$ cat src/rtl/ovl_pkg.sv
package ovl_pkg;
  localparam int NWIN = 2;
  localparam int PIXW = 32;
  localparam int CHW  = 8;
  localparam int FW   = 4;
  localparam int RGBW = 3 * CHW;

  typedef enum logic [FW-1:0] {
    FMT_XRGB   = 4'd0,
    FMT_XBGR   = 4'd1,
    FMT_RGBX   = 4'd2,
    FMT_BGRX   = 4'd3,
    FMT_RGB565 = 4'd4,
    FMT_ARGB   = 4'd5,
    FMT_ABGR   = 4'd6,
    FMT_RGBA   = 4'd7,
    FMT_BGRA   = 4'd8
  } ovl_fmt_e;

  // widen a 5-bit field by repeating its top bits
  function automatic logic [CHW-1:0] widen5(input logic [4:0] v);
    return {v, v[4:2]};
  endfunction

  function automatic logic [CHW-1:0] widen6(input logic [5:0] v);
    return {v, v[5:4]};
  endfunction

  // {has_alpha, alpha} for a pixel word of the given format
  function automatic logic [CHW:0] pix_alpha(input logic [PIXW-1:0] p,
                                             input logic [FW-1:0] f);
    case (f)
      FMT_XRGB, FMT_XBGR, FMT_RGBX, FMT_BGRX, FMT_RGB565: return '0;
      FMT_ARGB, FMT_ABGR: return {1'b1, p[31:24]};
      default:            return {1'b1, p[7:0]};
    endcase
  endfunction

  // rounded weighted mix of two channel values
  function automatic logic [CHW-1:0] mix8(input logic [CHW-1:0] a,
                                          input logic [CHW-1:0] t,
                                          input logic [CHW-1:0] b);
    logic [16:0] acc;
    logic [CHW-1:0] ia;
    ia  = 8'd255 - a;
    acc = {9'd0, a} * {9'd0, t} + {9'd0, ia} * {9'd0, b} + 17'd127;
    return CHW'(acc / 17'd255);
  endfunction
endpackage

$ cat src/rtl/ovl_win_hit.sv
module ovl_win_hit #(
  parameter int CW = 12
) (
  input  logic          en,
  input  logic [CW-1:0] cx,
  input  logic [CW-1:0] cy,
  input  logic [CW-1:0] px,
  input  logic [CW-1:0] py,
  input  logic [CW-1:0] sx,
  input  logic [CW-1:0] sy,
  output logic          hit
);
  localparam int EW = CW + 1;

  // inclusive last coordinate, held at zero when start plus size is zero
  function automatic logic [EW-1:0] last_of(input logic [CW-1:0] p,
                                            input logic [CW-1:0] s);
    logic [EW-1:0] sum;
    sum = {1'b0, p} + {1'b0, s};
    return (sum == '0) ? '0 : sum - EW'(1);
  endfunction

  logic [EW-1:0] lx, ly;
  logic          in_x, in_y;

  always_comb begin
    lx   = last_of(px, sx);
    ly   = last_of(py, sy);
    in_x = (cx >= px) && ({1'b0, cx} <= lx);
    in_y = (cy >= py) && ({1'b0, cy} <= ly);
    hit  = en && in_x && in_y;
  end
endmodule

$ cat src/rtl/ovl_unpack.sv
module ovl_unpack
  import ovl_pkg::*;
(
  input  logic [PIXW-1:0] pix,
  input  logic [FW-1:0]   fmt,
  output logic [RGBW-1:0] rgb
);
  always_comb begin
    case (fmt)
      FMT_XRGB, FMT_ARGB: rgb = {pix[23:16], pix[15:8], pix[7:0]};
      FMT_XBGR, FMT_ABGR: rgb = {pix[7:0], pix[15:8], pix[23:16]};
      FMT_RGBX, FMT_RGBA: rgb = {pix[31:24], pix[23:16], pix[15:8]};
      FMT_RGB565: rgb = {widen5(pix[15:11]), widen6(pix[10:5]), widen5(pix[4:0])};
      default:            rgb = {pix[15:8], pix[23:16], pix[31:24]};
    endcase
  end
endmodule

$ cat src/rtl/ovl_blend_ch.sv
module ovl_blend_ch
  import ovl_pkg::*;
(
  input  logic           clk,
  input  logic           rst_n,
  input  logic           de,
  input  logic [CHW-1:0] a,
  input  logic [CHW-1:0] t,
  input  logic [CHW-1:0] b,
  output logic [CHW-1:0] q
);
  always_ff @(posedge clk or negedge rst_n) begin
    if (!rst_n) q <= '0;
    else        q <= de ? mix8(a, t, b) : '0;
  end
endmodule

$ cat src/rtl/ovl_blend_top.sv
module ovl_blend_top
  import ovl_pkg::*;
#(
  parameter int CW = 12
) (
  input  logic                 clk,
  input  logic                 rst_n,
  input  logic [CW-1:0]        pix_x,
  input  logic [CW-1:0]        pix_y,
  input  logic                 pix_de,
  input  logic [NWIN*PIXW-1:0] win_pix,
  input  logic [NWIN-1:0]      win_en,
  input  logic [NWIN*FW-1:0]   win_fmt,
  input  logic [NWIN*CW-1:0]   win_pos_x,
  input  logic [NWIN*CW-1:0]   win_pos_y,
  input  logic [NWIN*CW-1:0]   win_size_x,
  input  logic [NWIN*CW-1:0]   win_size_y,
  input  logic                 key_en,
  input  logic [RGBW-1:0]      key_val,
  input  logic [RGBW-1:0]      key_mask,
  input  logic [RGBW-1:0]      const_alpha,
  output logic                 out_de,
  output logic [RGBW-1:0]      out_rgb
);
  localparam int BOT = 0;
  localparam int TOP = 1;

  logic [NWIN-1:0] in_win;
  logic [RGBW-1:0] win_rgb [NWIN];

  // stage 0: per-window coverage and channel reordering
  for (genvar w = 0; w < NWIN; w++) begin : g_win
    ovl_win_hit #(.CW(CW)) u_hit (
      .en  (win_en[w]),
      .cx  (pix_x),
      .cy  (pix_y),
      .px  (win_pos_x[w*CW +: CW]),
      .py  (win_pos_y[w*CW +: CW]),
      .sx  (win_size_x[w*CW +: CW]),
      .sy  (win_size_y[w*CW +: CW]),
      .hit (in_win[w])
    );
    ovl_unpack u_unp (
      .pix (win_pix[w*PIXW +: PIXW]),
      .fmt (win_fmt[w*FW +: FW]),
      .rgb (win_rgb[w])
    );
  end

  logic            key_hit, hit0_c, hit1_c;
  logic [CHW:0]    top_a;
  logic [RGBW-1:0] alpha_c;

  always_comb begin
    top_a   = pix_alpha(win_pix[TOP*PIXW +: PIXW], win_fmt[TOP*FW +: FW]);
    key_hit = in_win[TOP] && key_en &&
              (((win_rgb[TOP] ^ key_val) & key_mask) == '0);
    hit1_c  = in_win[TOP] && !key_hit;
    hit0_c  = in_win[BOT];
    if (!hit1_c)          alpha_c = '0;
    else if (top_a[CHW])  alpha_c = {3{top_a[CHW-1:0]}};
    else                  alpha_c = const_alpha;
  end

  // stage 1 registers
  logic            s1_de, s1_hit0, s1_hit1;
  logic [RGBW-1:0] s1_alpha, s1_top, s1_bot;

  always_ff @(posedge clk or negedge rst_n) begin
    if (!rst_n) begin
      s1_de    <= 1'b0;
      s1_hit0  <= 1'b0;
      s1_hit1  <= 1'b0;
      s1_alpha <= '0;
      s1_top   <= '0;
      s1_bot   <= '0;
    end else begin
      s1_de    <= pix_de;
      s1_hit0  <= hit0_c;
      s1_hit1  <= hit1_c;
      s1_alpha <= alpha_c;
      s1_top   <= win_rgb[TOP];
      s1_bot   <= hit0_c ? win_rgb[BOT] : '0;
    end
  end

  // stage 2: per-channel blend registers
  for (genvar c = 0; c < 3; c++) begin : g_ch
    ovl_blend_ch u_ch (
      .clk   (clk),
      .rst_n (rst_n),
      .de    (s1_de),
      .a     (s1_alpha[c*CHW +: CHW]),
      .t     (s1_top[c*CHW +: CHW]),
      .b     (s1_bot[c*CHW +: CHW]),
      .q     (out_rgb[c*CHW +: CHW])
    );
  end

  always_ff @(posedge clk or negedge rst_n) begin
    if (!rst_n) out_de <= 1'b0;
    else        out_de <= s1_de;
  end
endmodule

$ cat config.mk
export PLATFORM = sky130hd
export DESIGN_NAME = ovl_blend_top
export DESIGN_NICKNAME = d
export VERILOG_FILES = /design/src/rtl/ovl_pkg.sv /design/src/rtl/ovl_win_hit.sv /design/src/rtl/ovl_unpack.sv /design/src/rtl/ovl_blend_ch.sv /design/src/rtl/ovl_blend_top.sv
export SDC_FILE = /design/constraint.sdc
export NUM_CORES = 2
export LEC_CHECK = 0
export BUFFER_PORTS_ARGS = -buffer_cell sky130_fd_sc_hd__buf_2
export CORE_MARGIN = 3
export CORE_UTILIZATION = 45
export DETAILED_ROUTE_END_ITERATION = 6
export MAX_ROUTING_LAYER = met4
export PLACE_DENSITY_LB_ADDON = 0.2
export REMOVE_ABC_BUFFERS = 1
export SLEW_MARGIN = 20
export SYNTH_ARGS = -nofsm -noshare
export SYNTH_HDL_FRONTEND = slang
export SYNTH_SLANG_ARGS = --single-unit
$ cat constraint.sdc
create_clock -name clk -period 15.4 [get_ports clk]
set_clock_uncertainty 0.2 [all_clocks]
set_input_delay 1.54 -clock clk [delete_from_list [all_inputs] [get_ports clk]]
set_output_delay 1.54 -clock clk [all_outputs]
set_load 0.01 [all_outputs]
==> out/results.tsv <==
metric	value	unit
Mapped Cells	3705	
post-synthesis cell type count	137	
Crit Path Max Fanout	16	
Synth Cell Area	30600	um^2
Area contributors post-synth	fa_1 21%, ha_1 13%, dfrtp_1 8.0%	
Critical Setup Path Class	flop to flop	
CTS Buf Count	9	
most frequent cell after synthesis	inv_1	
Switching Fraction	58.0	%
failing checks	design-rule violations	
dominant synthesized flop cell	dfrtp_1	
register-to-register setup slack	2.63	ns
fmax	78.3	MHz
Die Width	267	um
WP buf/inv	4	
Worst-path clk slew	0.08	ns
Clock Tree Root	clkbuf_16	
Clk pwr share	6.6	%
Resized cells post-CTS	0	
CORE AREA	67300	um^2
Row Count	95	
area delta synth->final	8.30	%
CP Launch Type	flop	
Int Pwr	1.61	mW
worst flop-to-flop path startpoint	s1_alpha[2]	
overflow left after global routing	0	
hold buffer count at cts	0	
max-slew violation count	0	
crit-path leading delay family	simple AND/OR/NAND/NOR gates	
post-synth top area share	20.6	%
die height	267	um
setup TNS	0	ns
Setup crit end kind	flop	
global-route usage over all layers	26.1	%
final period utilization	82.9	%
worst reg-to-reg path cell count	39	
Switch Pwr	2.22	mW
critical hold path startpoint	s1_de	
min-delay worst type	flop to flop	
total wire length	89500	um
final setup vio count	0	
Max-cap violations	0	
synth warn	0	
Yosys reg bits	98	
Avg Vias per Cell	5.76	
top post-synthesis cells by count	510 x inv_1, 329 x nand2_1, 325 x ha_1	
IO Port Bufs	294	
# DRC	25	
CTS tree	done	
Overall Power	3.82	mW
Final ANT Viol Nets	0	
proportion of layout cells with a drive suffix above 1	12.8	%
Initial DRT Pass Iterations	7	
worst path required time	15.51	ns
slew margin rel.	22.7	%
Post-CTS Setup Inserts	0	
Starting Density	45.6	%
P per Cell Area	115	nW/um^2
synthesized area per cell	8.27	um^2
antenna violations before repair	20	
first-pass GRT wire length	145000	um
CTS H-tree depth	3	
Crit path top cell by count	fa_1	
r2r endpoint	g_ch[0].u_ch.q[0]	
Peak VDD IR	76.0	uV
Final min period	12.77	ns
HPWL after detailed placement	75100	um
clk sinks	98	
Critical Path Slowest Stage Cell	a2111oi_2	
LEAKAGE	16.3	nW
fin nets	4834	
GPL Wtd Cong	1.01	
status	complete, but fails checks	
Worst Tran Pin Value	1.15	ns
DIE AREA	71300	um^2
Post-synth EDFFs	0	
CTS Buffer Depth	2	
Hold Violations, Final	0	
CP max stage delay	0.61	ns
vias	27700	
Async SR Flop Fraction	100	%
largest net degree at the start of global routing	76	
DR iter-0 viols	2303	
worst hold path endpoint	out_de	
RSZ-0062 raised after global routing	no	
post-synth top area cell	fa_1	
# fillers	6632	
hold-critical path depth	1	
Worst Path Arrival	12.88	ns
sequential area share after synthesis	8.00	%
Logic pwr share	85.1	%
Seq pwr share	8.3	%
clock network latency to the later pin of the worst-skew pair	0.40	ns
DR WL/cell	18.6	um
I/O pin total	295	
vias in the first global route	27400	
## worst max-delay path by stage
stage / from / to / depth (start not counted)
3_3_place_gp: s1_alpha[2] / g_ch[0].u_ch.q[0] / 39
4_1_cts: s1_alpha[2] / g_ch[0].u_ch.q[0] / 39
5_1_grt: s1_alpha[3] / g_ch[0].u_ch.q[0] / 39
3_5_place_dp: s1_alpha[2] / g_ch[0].u_ch.q[0] / 39
6_report: s1_alpha[2] / g_ch[0].u_ch.q[0] / 39
2_1_floorplan: s1_alpha[11] / g_ch[1].u_ch.q[0] / 35
## worst reg2reg max path, delay by kind of cell (launching register included)
kind                     cells  cell delay, ns
adder cells (fa/ha/maj)      8            3.72
multiplexers                 3            1.04
buffers and inverters        4            0.19
AND/OR/NAND/NOR             13            3.86
flip-flops                   1            0.58
AO/OA/AOI/OAI               10            2.94
XOR/XNOR                     1            0.17
## stage by stage
step / hold WS [ns] / util (%) / area, um^2 / instances / setup WS (ns)
after detailed placement: 0.359 / 48.8 / 32800 / 4784 / 2.78
after global routing: 0.386 / 49.3 / 33200 / 4810 / 1.87
final: 0.377 / 49.3 / 33200 / 4816 / 2.63
after CTS: 0.375 / 49.3 / 33100 / 4800 / 2.75
after floorplan: 0.237 / - / 30100 / 3603 / 3.90
after global placement: 0.355 / 48.8 / 32800 / 4784 / 2.81
## sequential cells by signal, indices dropped and copies added, names as in the netlist
register,flops
s1_alpha,24
g_ch.u_ch.q,24
out_de,1
s1_top,24
s1_de,1
s1_bot,24
## power by group through the flow
stage	logic (mW)	clock network, mW	registers (mW)
after detailed placement	3.20	0	0.323
final	3.25	0.251	0.319
after global routing	3.62	0.266	0.323
after global placement	3.21	0	0.323
after floorplan	2.49	0	0.311
after CTS	3.21	0.261	0.318
## layout by cell type (no fill, tap or decap), types with 27 or more instances in the layout
cell      instances
inv_1           510
nand2_1         329
ha_1            325
fa_1            316
buf_2           293
nor2_1          187
a21oi_1         179
nor2b_1         153
and2_1          132
nand2b_1        118
dfrtp_1          98
xnor2_1          97
o21ai_0          94
nand3_1          74
nor3_1           68
xor2_1           66
a21o_1           55
o21a_1           53
o21bai_1         38
a222oi_1         36
nand4_1          34
a211oi_1         31
and3_1           30
a31oi_1          29
o211ai_1         27
## routing by layer
metal  share of wire (%)  up-vias  track usage, %
met1                  45    13400            34.8
met3                 8.0       94            4.89
li1                    -    13300               -
met2                  46      924            41.8
met4                 1.7        0            4.96
met5                   0        -               -
## cell families (layout without fill, tap and decap cells)
kind of cell	count (synthesis)	in the layout	synth area share (%)
other	0	15	0
flip-flops	98	98	8.00
adder cells (fa/ha/maj)	642	642	33.9
multiplexers	31	31	1.13
AO/OA/AOI/OAI	858	858	21.2
XOR/XNOR	169	169	5.01
buffers and inverters	613	836	7.92
AND/OR/NAND/NOR	1294	1294	22.8
## area by class of cell
| cell class | instances | area [um^2] | share of cell area, % |
|---|---|---|---|
| Antenna cell | 15 | 37.5 | 0.113 |
| Clock buffer | 9 | 225 | 0.679 |
| Clock inverter | 7 | 81.3 | 0.245 |
| Inverter | 511 | 1920 | 5.78 |
| Multi-Input combinational cell | 2994 | 25800 | 77.7 |
| Sequential cell | 98 | 2450 | 7.39 |
| Tap cell | 873 | 1090 | 3.29 |
| Timing Repair Buffer | 309 | 1590 | 4.79 |
Note: power is estimated with default switching activity, not from simulation.
